**src/rtl/cfg_loader_pkg.sv**
```systemverilog
package cfg_loader_pkg;
  localparam int M_W     = 9;
  localparam int N_W     = 2;
  localparam int T_W     = 3;
  localparam int FRAME_W = T_W + N_W + M_W;
  localparam logic [M_W-1:0] M_DEFAULT = M_W'(125);

  typedef struct packed {
    logic [T_W-1:0] t;
    logic [N_W-1:0] n;
    logic [M_W-1:0] m;
  } cfg_t;

  function automatic cfg_t frame_to_cfg(input logic [FRAME_W-1:0] f);
    cfg_t c;
    c.t = f[FRAME_W-1 -: T_W];
    c.n = f[M_W +: N_W];
    c.m = f[M_W-1:0];
    return c;
  endfunction
endpackage

```
**src/rtl/cfg_sync.sv**
```systemverilog
module cfg_sync #(
  parameter int          W       = 1,
  parameter int          STAGES  = 2,
  parameter logic [W-1:0] RST_VAL = '0
) (
  input  logic         clk,
  input  logic         rst_n,
  input  logic [W-1:0] d,
  output logic [W-1:0] q
);
  logic [W-1:0] stg [STAGES];

  for (genvar i = 0; i < STAGES; i++) begin : g_stage
    logic [W-1:0] src;
    if (i == 0) begin : g_first
      assign src = d;
    end else begin : g_next
      assign src = stg[i-1];
    end
    always_ff @(posedge clk or negedge rst_n) begin
      if (!rst_n) stg[i] <= RST_VAL;
      else        stg[i] <= src;
    end
  end

  assign q = stg[STAGES-1];
endmodule

```
**src/rtl/cfg_shift.sv**
```systemverilog
module cfg_shift
  import cfg_loader_pkg::*;
(
  input  logic               clk,
  input  logic               rst_n,
  input  logic               shift_ok,
  input  logic               sclk,
  input  logic               sdata,
  output logic [FRAME_W-1:0] sr,
  output logic [FRAME_W-1:0] sr_next,
  output logic               sout
);
  logic sclk_q;
  logic rise;
  logic shift_en;

  always_comb begin
    rise     = sclk & ~sclk_q;
    shift_en = shift_ok & rise;
    sr_next  = sr;
    if (shift_en) sr_next = {sr[FRAME_W-2:0], sdata};
  end

  always_ff @(posedge clk or negedge rst_n) begin
    if (!rst_n) begin
      sclk_q <= 1'b0;
      sr     <= '0;
    end else begin
      sclk_q <= sclk;
      if (shift_en) sr <= sr_next;
    end
  end

  assign sout = sr[FRAME_W-1];
endmodule

```
**src/rtl/cfg_hold.sv**
```systemverilog
module cfg_hold
  import cfg_loader_pkg::*;
(
  input  logic               clk,
  input  logic               rst_n,
  input  logic               par_n,
  input  logic               ld,
  input  logic [M_W-1:0]     m_pin,
  input  logic [N_W-1:0]     n_pin,
  input  logic [FRAME_W-1:0] frame,
  output cfg_t               cfg
);
  cfg_t cfg_d;
  logic upd;

  always_comb begin
    cfg_d = cfg;
    upd   = 1'b0;
    if (!par_n) begin
      cfg_d.m = m_pin;
      cfg_d.n = n_pin;
      upd     = 1'b1;
    end else if (ld) begin
      cfg_d = frame_to_cfg(frame);
      upd   = 1'b1;
    end
  end

  always_ff @(posedge clk or negedge rst_n) begin
    if (!rst_n) begin
      cfg.t <= '0;
      cfg.n <= '0;
      cfg.m <= M_DEFAULT;
    end else if (upd) begin
      cfg <= cfg_d;
    end
  end
endmodule

```
**src/rtl/cfg_loader.sv**
```systemverilog
module cfg_loader
  import cfg_loader_pkg::*;
#(
  parameter int SYNC_STAGES = 2
) (
  input  logic           clk,
  input  logic           rst_n,
  input  logic           par_load_n,
  input  logic [M_W-1:0] m_pins,
  input  logic [N_W-1:0] n_pins,
  input  logic           ser_clk,
  input  logic           ser_data,
  input  logic           ser_load,
  output logic [M_W-1:0] m_out,
  output logic [N_W-1:0] n_out,
  output logic [T_W-1:0] t_out,
  output logic           ser_out
);
  localparam int CTL_W = 4;
  localparam int PIN_W = M_W + N_W;

  logic             pl_s_n, sclk_s, sd_s, ld_s;
  logic [M_W-1:0]   m_s;
  logic [N_W-1:0]   n_s;
  logic [FRAME_W-1:0] sr, sr_next;
  cfg_t             cfg;

  // par_load_n resets high so the block starts in serial-hold and keeps defaults
  cfg_sync #(.W(CTL_W), .STAGES(SYNC_STAGES), .RST_VAL(CTL_W'(4'b1000))) i_sync_ctl (
    .clk(clk), .rst_n(rst_n),
    .d({par_load_n, ser_clk, ser_data, ser_load}),
    .q({pl_s_n, sclk_s, sd_s, ld_s})
  );

  cfg_sync #(.W(PIN_W), .STAGES(SYNC_STAGES), .RST_VAL('0)) i_sync_pin (
    .clk(clk), .rst_n(rst_n),
    .d({m_pins, n_pins}),
    .q({m_s, n_s})
  );

  cfg_shift i_shift (
    .clk(clk), .rst_n(rst_n), .shift_ok(pl_s_n),
    .sclk(sclk_s), .sdata(sd_s),
    .sr(sr), .sr_next(sr_next), .sout(ser_out)
  );

  cfg_hold i_hold (
    .clk(clk), .rst_n(rst_n), .par_n(pl_s_n), .ld(ld_s),
    .m_pin(m_s), .n_pin(n_s), .frame(sr_next), .cfg(cfg)
  );

  assign m_out = cfg.m;
  assign n_out = cfg.n;
  assign t_out = cfg.t;
endmodule

```
**config.mk**
```make
export PLATFORM = sky130hd
export DESIGN_NAME = cfg_loader
export DESIGN_NICKNAME = d
export VERILOG_FILES = /design/src/rtl/cfg_loader_pkg.sv /design/src/rtl/cfg_sync.sv /design/src/rtl/cfg_shift.sv /design/src/rtl/cfg_hold.sv /design/src/rtl/cfg_loader.sv
export SDC_FILE = /design/constraint.sdc
export NUM_CORES = 1
export LEC_CHECK = 0
export ABC_AREA = 1
export BUFFER_PORTS_ARGS = -buffer_cell sky130_fd_sc_hd__buf_2
export CORE_MARGIN = 2
export CORE_UTILIZATION = 50
export CTS_CLUSTER_SIZE = 14
export DETAILED_ROUTE_END_ITERATION = 10
export PLACE_DENSITY = 0.76
export SYNTH_ARGS = -nofsm -noshare
export SYNTH_HDL_FRONTEND = slang
export SYNTH_HIERARCHICAL = 1
export SYNTH_SLANG_ARGS = --single-unit
export TNS_END_PERCENT = 30
```
**constraint.sdc**
```tcl
create_clock -name clk -period 1.6 [get_ports clk]
set_input_delay 0.08 -clock clk [delete_from_list [all_inputs] [get_ports clk]]
set_output_delay 0.08 -clock clk [all_outputs]
set_load 0.01 [all_outputs]
```
### After elaboration in Yosys (flattened, before gate mapping)

Index checks and enable logic that the tools add are counted.

| storage, ports and cells | value |
|---|---|
| register bits after elaboration | 59 |
| bits in latches | 0 |
| memory bits (writable) | 0 |
| bits in read-only memories | 0 |
| bits of input ports | 17 |
| memories | 0 |

| cells by class | value |
|---|---|
| $add $sub $neg | 0 |
| multiply operators | 0 |
| divide/modulo/power cells | 0 |
| magnitude comparators | 0 |
| equality and inequality tests | 1 |
| shift operators | 0 |
| mux-type cells | 5 |
| bitwise logic cells | 3 |
| reduce and logical (&&, ||, !) cells | 2 |

Operators by type and width:

| kind | number |
|---|---|
| 11-bit 2-to-1 mux | 2 |
| 14-bit 2-to-1 mux | 1 |
| 3-bit AND reduction | 1 |
| 1-bit AND | 2 |
| 1-bit 2-to-1 mux | 2 |
| 2-bit inequality test, second input constant | 1 |
| 2-bit AND reduction | 1 |
| 1-bit inverter | 1 |

### Longest topological paths before layout

| depth | value |
|---|---|
| depth after elaboration | 6 |
| depth in mapped cells | 7 |
| depth with buffers taken out | 6 |

### Cells and area by module

The synthesis kept the hierarchy.

By module, submodules not included:

| module | times used | cells each | area an instance (µm²) | seq. area each (µm²) |
|---|---|---|---|---|
| cfg_hold | 1 | 77 | 701.9 | 357.8 |
| cfg_shift | 1 | 78 | 698.2 | 375.4 |
| cfg_sync at i_sync_pin | 1 | 22 | 550.5 | 550.5 |
| cfg_sync at i_sync_ctl | 1 | 8 | 202.7 | 202.7 |

### Least setup slack after synthesis

No wires, ideal clock.

| path | value |
|---|---|
| path kind | reg-to-reg |
| start point | register i_sync_ctl.stg, in the netlist i_sync_ctl/q[3] |
| end point | register i_hold/cfg[9] (netlist name) |
| data arrival time | 1,090 ps |
| setup slack | 386 ps |
| stages on the path, launching flop included | 7 |
| period minus slack after synthesis | 1,214 ps |
| cells stage by stage | dfstp_2 nand3_2 buf_6 nand2_2 nand2_1 nand3_1 nand3_1 |

| on the way | value |
|---|---|
| cells in the longest elaborated chain, start to end | 4 |

RTL lines:

| element | RTL line | text |
|---|---|---|
| start: declaration | cfg_sync.sv:11 | `logic [W-1:0] stg [STAGES];` |
| start signal: indexed assignment | cfg_sync.sv:22 | `else stg[i] <= src;` |
| 1-bit AND | cfg_shift.sv:19 | `shift_en = shift_ok & rise;` |
| 14-bit 2-to-1 mux | cfg_shift.sv:21 | `if (shift_en) sr_next = {sr[FRAME_W-2:0], sdata};` |
| named net sr_next[9] | cfg_loader.sv:25 | `logic [FRAME_W-1:0] sr, sr_next;` |
| 11-bit 2-to-1 mux | cfg_hold.sv:23 | `end else if (ld) begin` |
| 11-bit 2-to-1 mux | cfg_hold.sv:19 | `if (!par_n) begin` |

The timed path passes the listed nets, and every way through them passes these cells. The select of a mux whose other input is x is not followed.
A chain may end at the register's enable or synchronous reset.

### Worst setup path in the final report

| path | value |
|---|---|
| start point | register i_sync_ctl.stg, in the netlist i_sync_ctl/q[3] |
| end point | register i_hold/cfg[7] (netlist name) |

| on the way | value |
|---|---|
| cells in the longest elaborated chain, start to end | 4 |

RTL lines:

| element | RTL line |
|---|---|
| 1-bit AND | cfg_shift.sv:19 |
| 14-bit 2-to-1 mux | cfg_shift.sv:21 |
| named net sr_next[7] | cfg_loader.sv:25 |
| 11-bit 2-to-1 mux | cfg_hold.sv:23 |
| 11-bit 2-to-1 mux | cfg_hold.sv:19 |

The timed path passes the listed nets, and every way through them passes these cells. The select of a mux whose other input is x is not followed.

==> results by group <==
Cells and area
  – Layout cells sized above 1: 0.318
  – Area growth syn-to-layout: 25.6%
  – Fillers: 299
  – Fin nets: 254
  – Diode count: 0
  – Final cell count without fillers: 292

Pwr
  – Combinational fraction of design power: 0.090
  – Pleak: 1.42 nW
  – Sequential Power Share: 0.483
  – Pwr/cell area: 1300 nW/um2
  – P_sw: 0.000792 W
  – Sw Share: 0.226
  – Max VDD drop: 0.762 mV
  – Tot Pwr: 0.00351 W
  – Part of the power in the clock network: 0.427
  – P_int: 0.00271 W

Worst setup path
  – CP endpoint kind: flip-flop
  – Crit path largest cell delay: 560 ps
  – CP max stage cell: dfstp_2
  – Family with the most delay on the worst path: simple AND/OR/NAND/NOR gates
  – Max FO, Critical Path: 14
  – Buffers plus inverters on the worst setup path: 0
  – Critical path data arrival time: 1660 ps
  – Most used cell, CP: nand3_1
  – WP data required: 1810 ps
  – Critical Path Start Type: flip-flop
  – Worst setup path class: flip-flop to flip-flop
  – CP cell instances: nand3_2 > nand2_2 > nand2_1 > nand3_1 > nand3_1

Routing
  – Post-DRT Antenna Nets: 0
  – Wire length per cell: 13.1 um
  – Residual DRC: 0
  – Post-Route WL: 3.84 mm
  – DR iter-0 viols: 119
  – DRT Pass-1 Iters: 4
  – Vias per Instance: 5.01
  – Vias: 1,463

STA
  – Max-slew violations: 0
  – Setup TNS: 0 ps
  – Setup-failing EPs final: 0
  – Max_slew headroom: 0.717
  – Final min period: 1450 ps
  – Fin. Hold Viols: 0
  – Max Fclk: 691 MHz
  – Worst hold slack: 263 ps
  – Final setup margin: 152 ps
  – Period Utilization, post-route: 0.905
  – Max Clock Skew: 8.30 ps
  – Worst-margin pin slew: 424 ps
  – RSZ-0062 raised after global routing: false

Synth
  – Mapped cell area: 2150 um2
  – Syn nets: 201
  – Syn avg cell area: 11.7 um2
  – Post-Syn Instances: 184
  – Warnings from Yosys: 6

Floorplanning
  – Initial Utilization: 0.529
  – Total core area: 4060 um2
  – Die area: 4830 um2
  – I/O pin count: 32
  – Row cnt: 23
  – Die X: 69.5 um
  – Die height: 69.5 um

Hold path
  – Hold Crit Class: primary input to async pin

CTS
  – Clock Latency Late Sink: 340 ps
  – H-tree depth: 3
  – Clock tree buffer depth: 2
  – Hold_buf cts: 16
  – Cells resized by post-CTS repair: 0
  – CTS Sinks: 59
  – CTS Buf Count: 9
  – CTS root buf: clkbuf_8
  – Clock transition at path regs: 60 ps
  – # Post-CTS Setup Buffers: 0
  – CTS tree: done

GRT
  – First-pass GRT wire length: 6.85 mm
  – Number of global-route vias before repair: 1,450
  – Initial antenna violation count: 0
  – GRT Util Overall: 0.189
  – Largest net degree at the start of global routing: 60
  – Grt ovf: 0

Place
  – Placed Cells: 260
  – Dpl ws: 168 ps
  – Port Buffers: 31
  – Gp weighted congestion: 0.754
  – Final HPWL DP: 2.29 mm

Run status
  – Status: completed

Job
  – Max-Cap Viols: 0
[power by group through the flow]
stage | clock network, W | logic (W) | registers (W)
2_1_floorplan | 0 | 0.000170 | 0.00172
3_3_place_gp | 0 | 0.000280 | 0.00172
3_5_place_dp | 0 | 0.000288 | 0.00172
4_1_cts | 0.00154 | 0.000319 | 0.00169
5_1_grt | 0.00163 | 0.000358 | 0.00171
6_report | 0.00150 | 0.000314 | 0.00169
[worst register-to-register path: stages, from the launching register on]
cell     delay (ps)
dfstp_2         560
nand3_2         350
nand2_2         170
nand2_1          60
nand3_1          80
nand3_1          90
[per-stage QoR]
stage,area [um2],util
3_5_place_dp,2310,0.569
4_1_cts,2700,0.664
5_1_grt,2700,0.664
6_report,2700,0.664
3_3_place_gp,2310,0.569
2_1_floorplan,2150,-
[flip-flops by register name, indices dropped and copies added, names as in the netlist]
signal,cells
i_sync_pin/q,11
i_shift/sr,14
i_sync_ctl/g_stage.src,4
i_sync_pin/g_stage.src,11
i_shift/sclk_q,1
i_hold/cfg,14
i_sync_ctl/q,4
[layout make-up]
cell class	instances	area, um2	share of cell area
sequential	59	1490	0.552
multi-input combinational	111	536	0.199
timing repair buffer	53	373	0.138
clock buffer	11	151	0.0562
clock inverter	5	75.1	0.0279
tap	50	62.6	0.0232
inverter	3	11.3	0.00418
[placed cells by master, fill, tap and decap left out, types with 3 or more instances in the layout]
cell	instances
clkinv_2	3
buf_4	5
buf_2	31
nand4_1	14
nand3_1	35
inv_2	3
dfstp_2	8
dfrtp_1	51
nand2_2	11
clkbuf_8	11
nand2_1	49
dlygate4sd3_1	16
[worst paths after layout]
kind | from | end | cells after the start | slack [ps]
max | i_sync_ctl/q[3] | i_hold/cfg[7] | 5 | 150
min | rst_n | i_hold/cfg[13] | 3 | 260
max reg2reg | i_sync_ctl/q[3] | i_hold/cfg[7] | 5 | 150
min reg2reg | i_sync_ctl/g_stage[1].src[2] | i_sync_ctl/q[2] | 0 | 340
max in group asynchronous | rst_n | i_hold/cfg[3] | 3 | 1020
min in group clk | i_sync_ctl/g_stage[1].src[2] | i_sync_ctl/q[2] | 0 | 340
[routing by layer]
metal / track usage / vias to the layer above / routed length [um]
li1: - / 717 / -
met2: 0.269 / 51 / 1760
met3: 0.105 / 6 / 282
met4: 0.0697 / 0 / 56
met5: 0 / - / 0
met1: 0.242 / 689 / 1740
No activity file was read; power rests on OpenSTA's default activity.
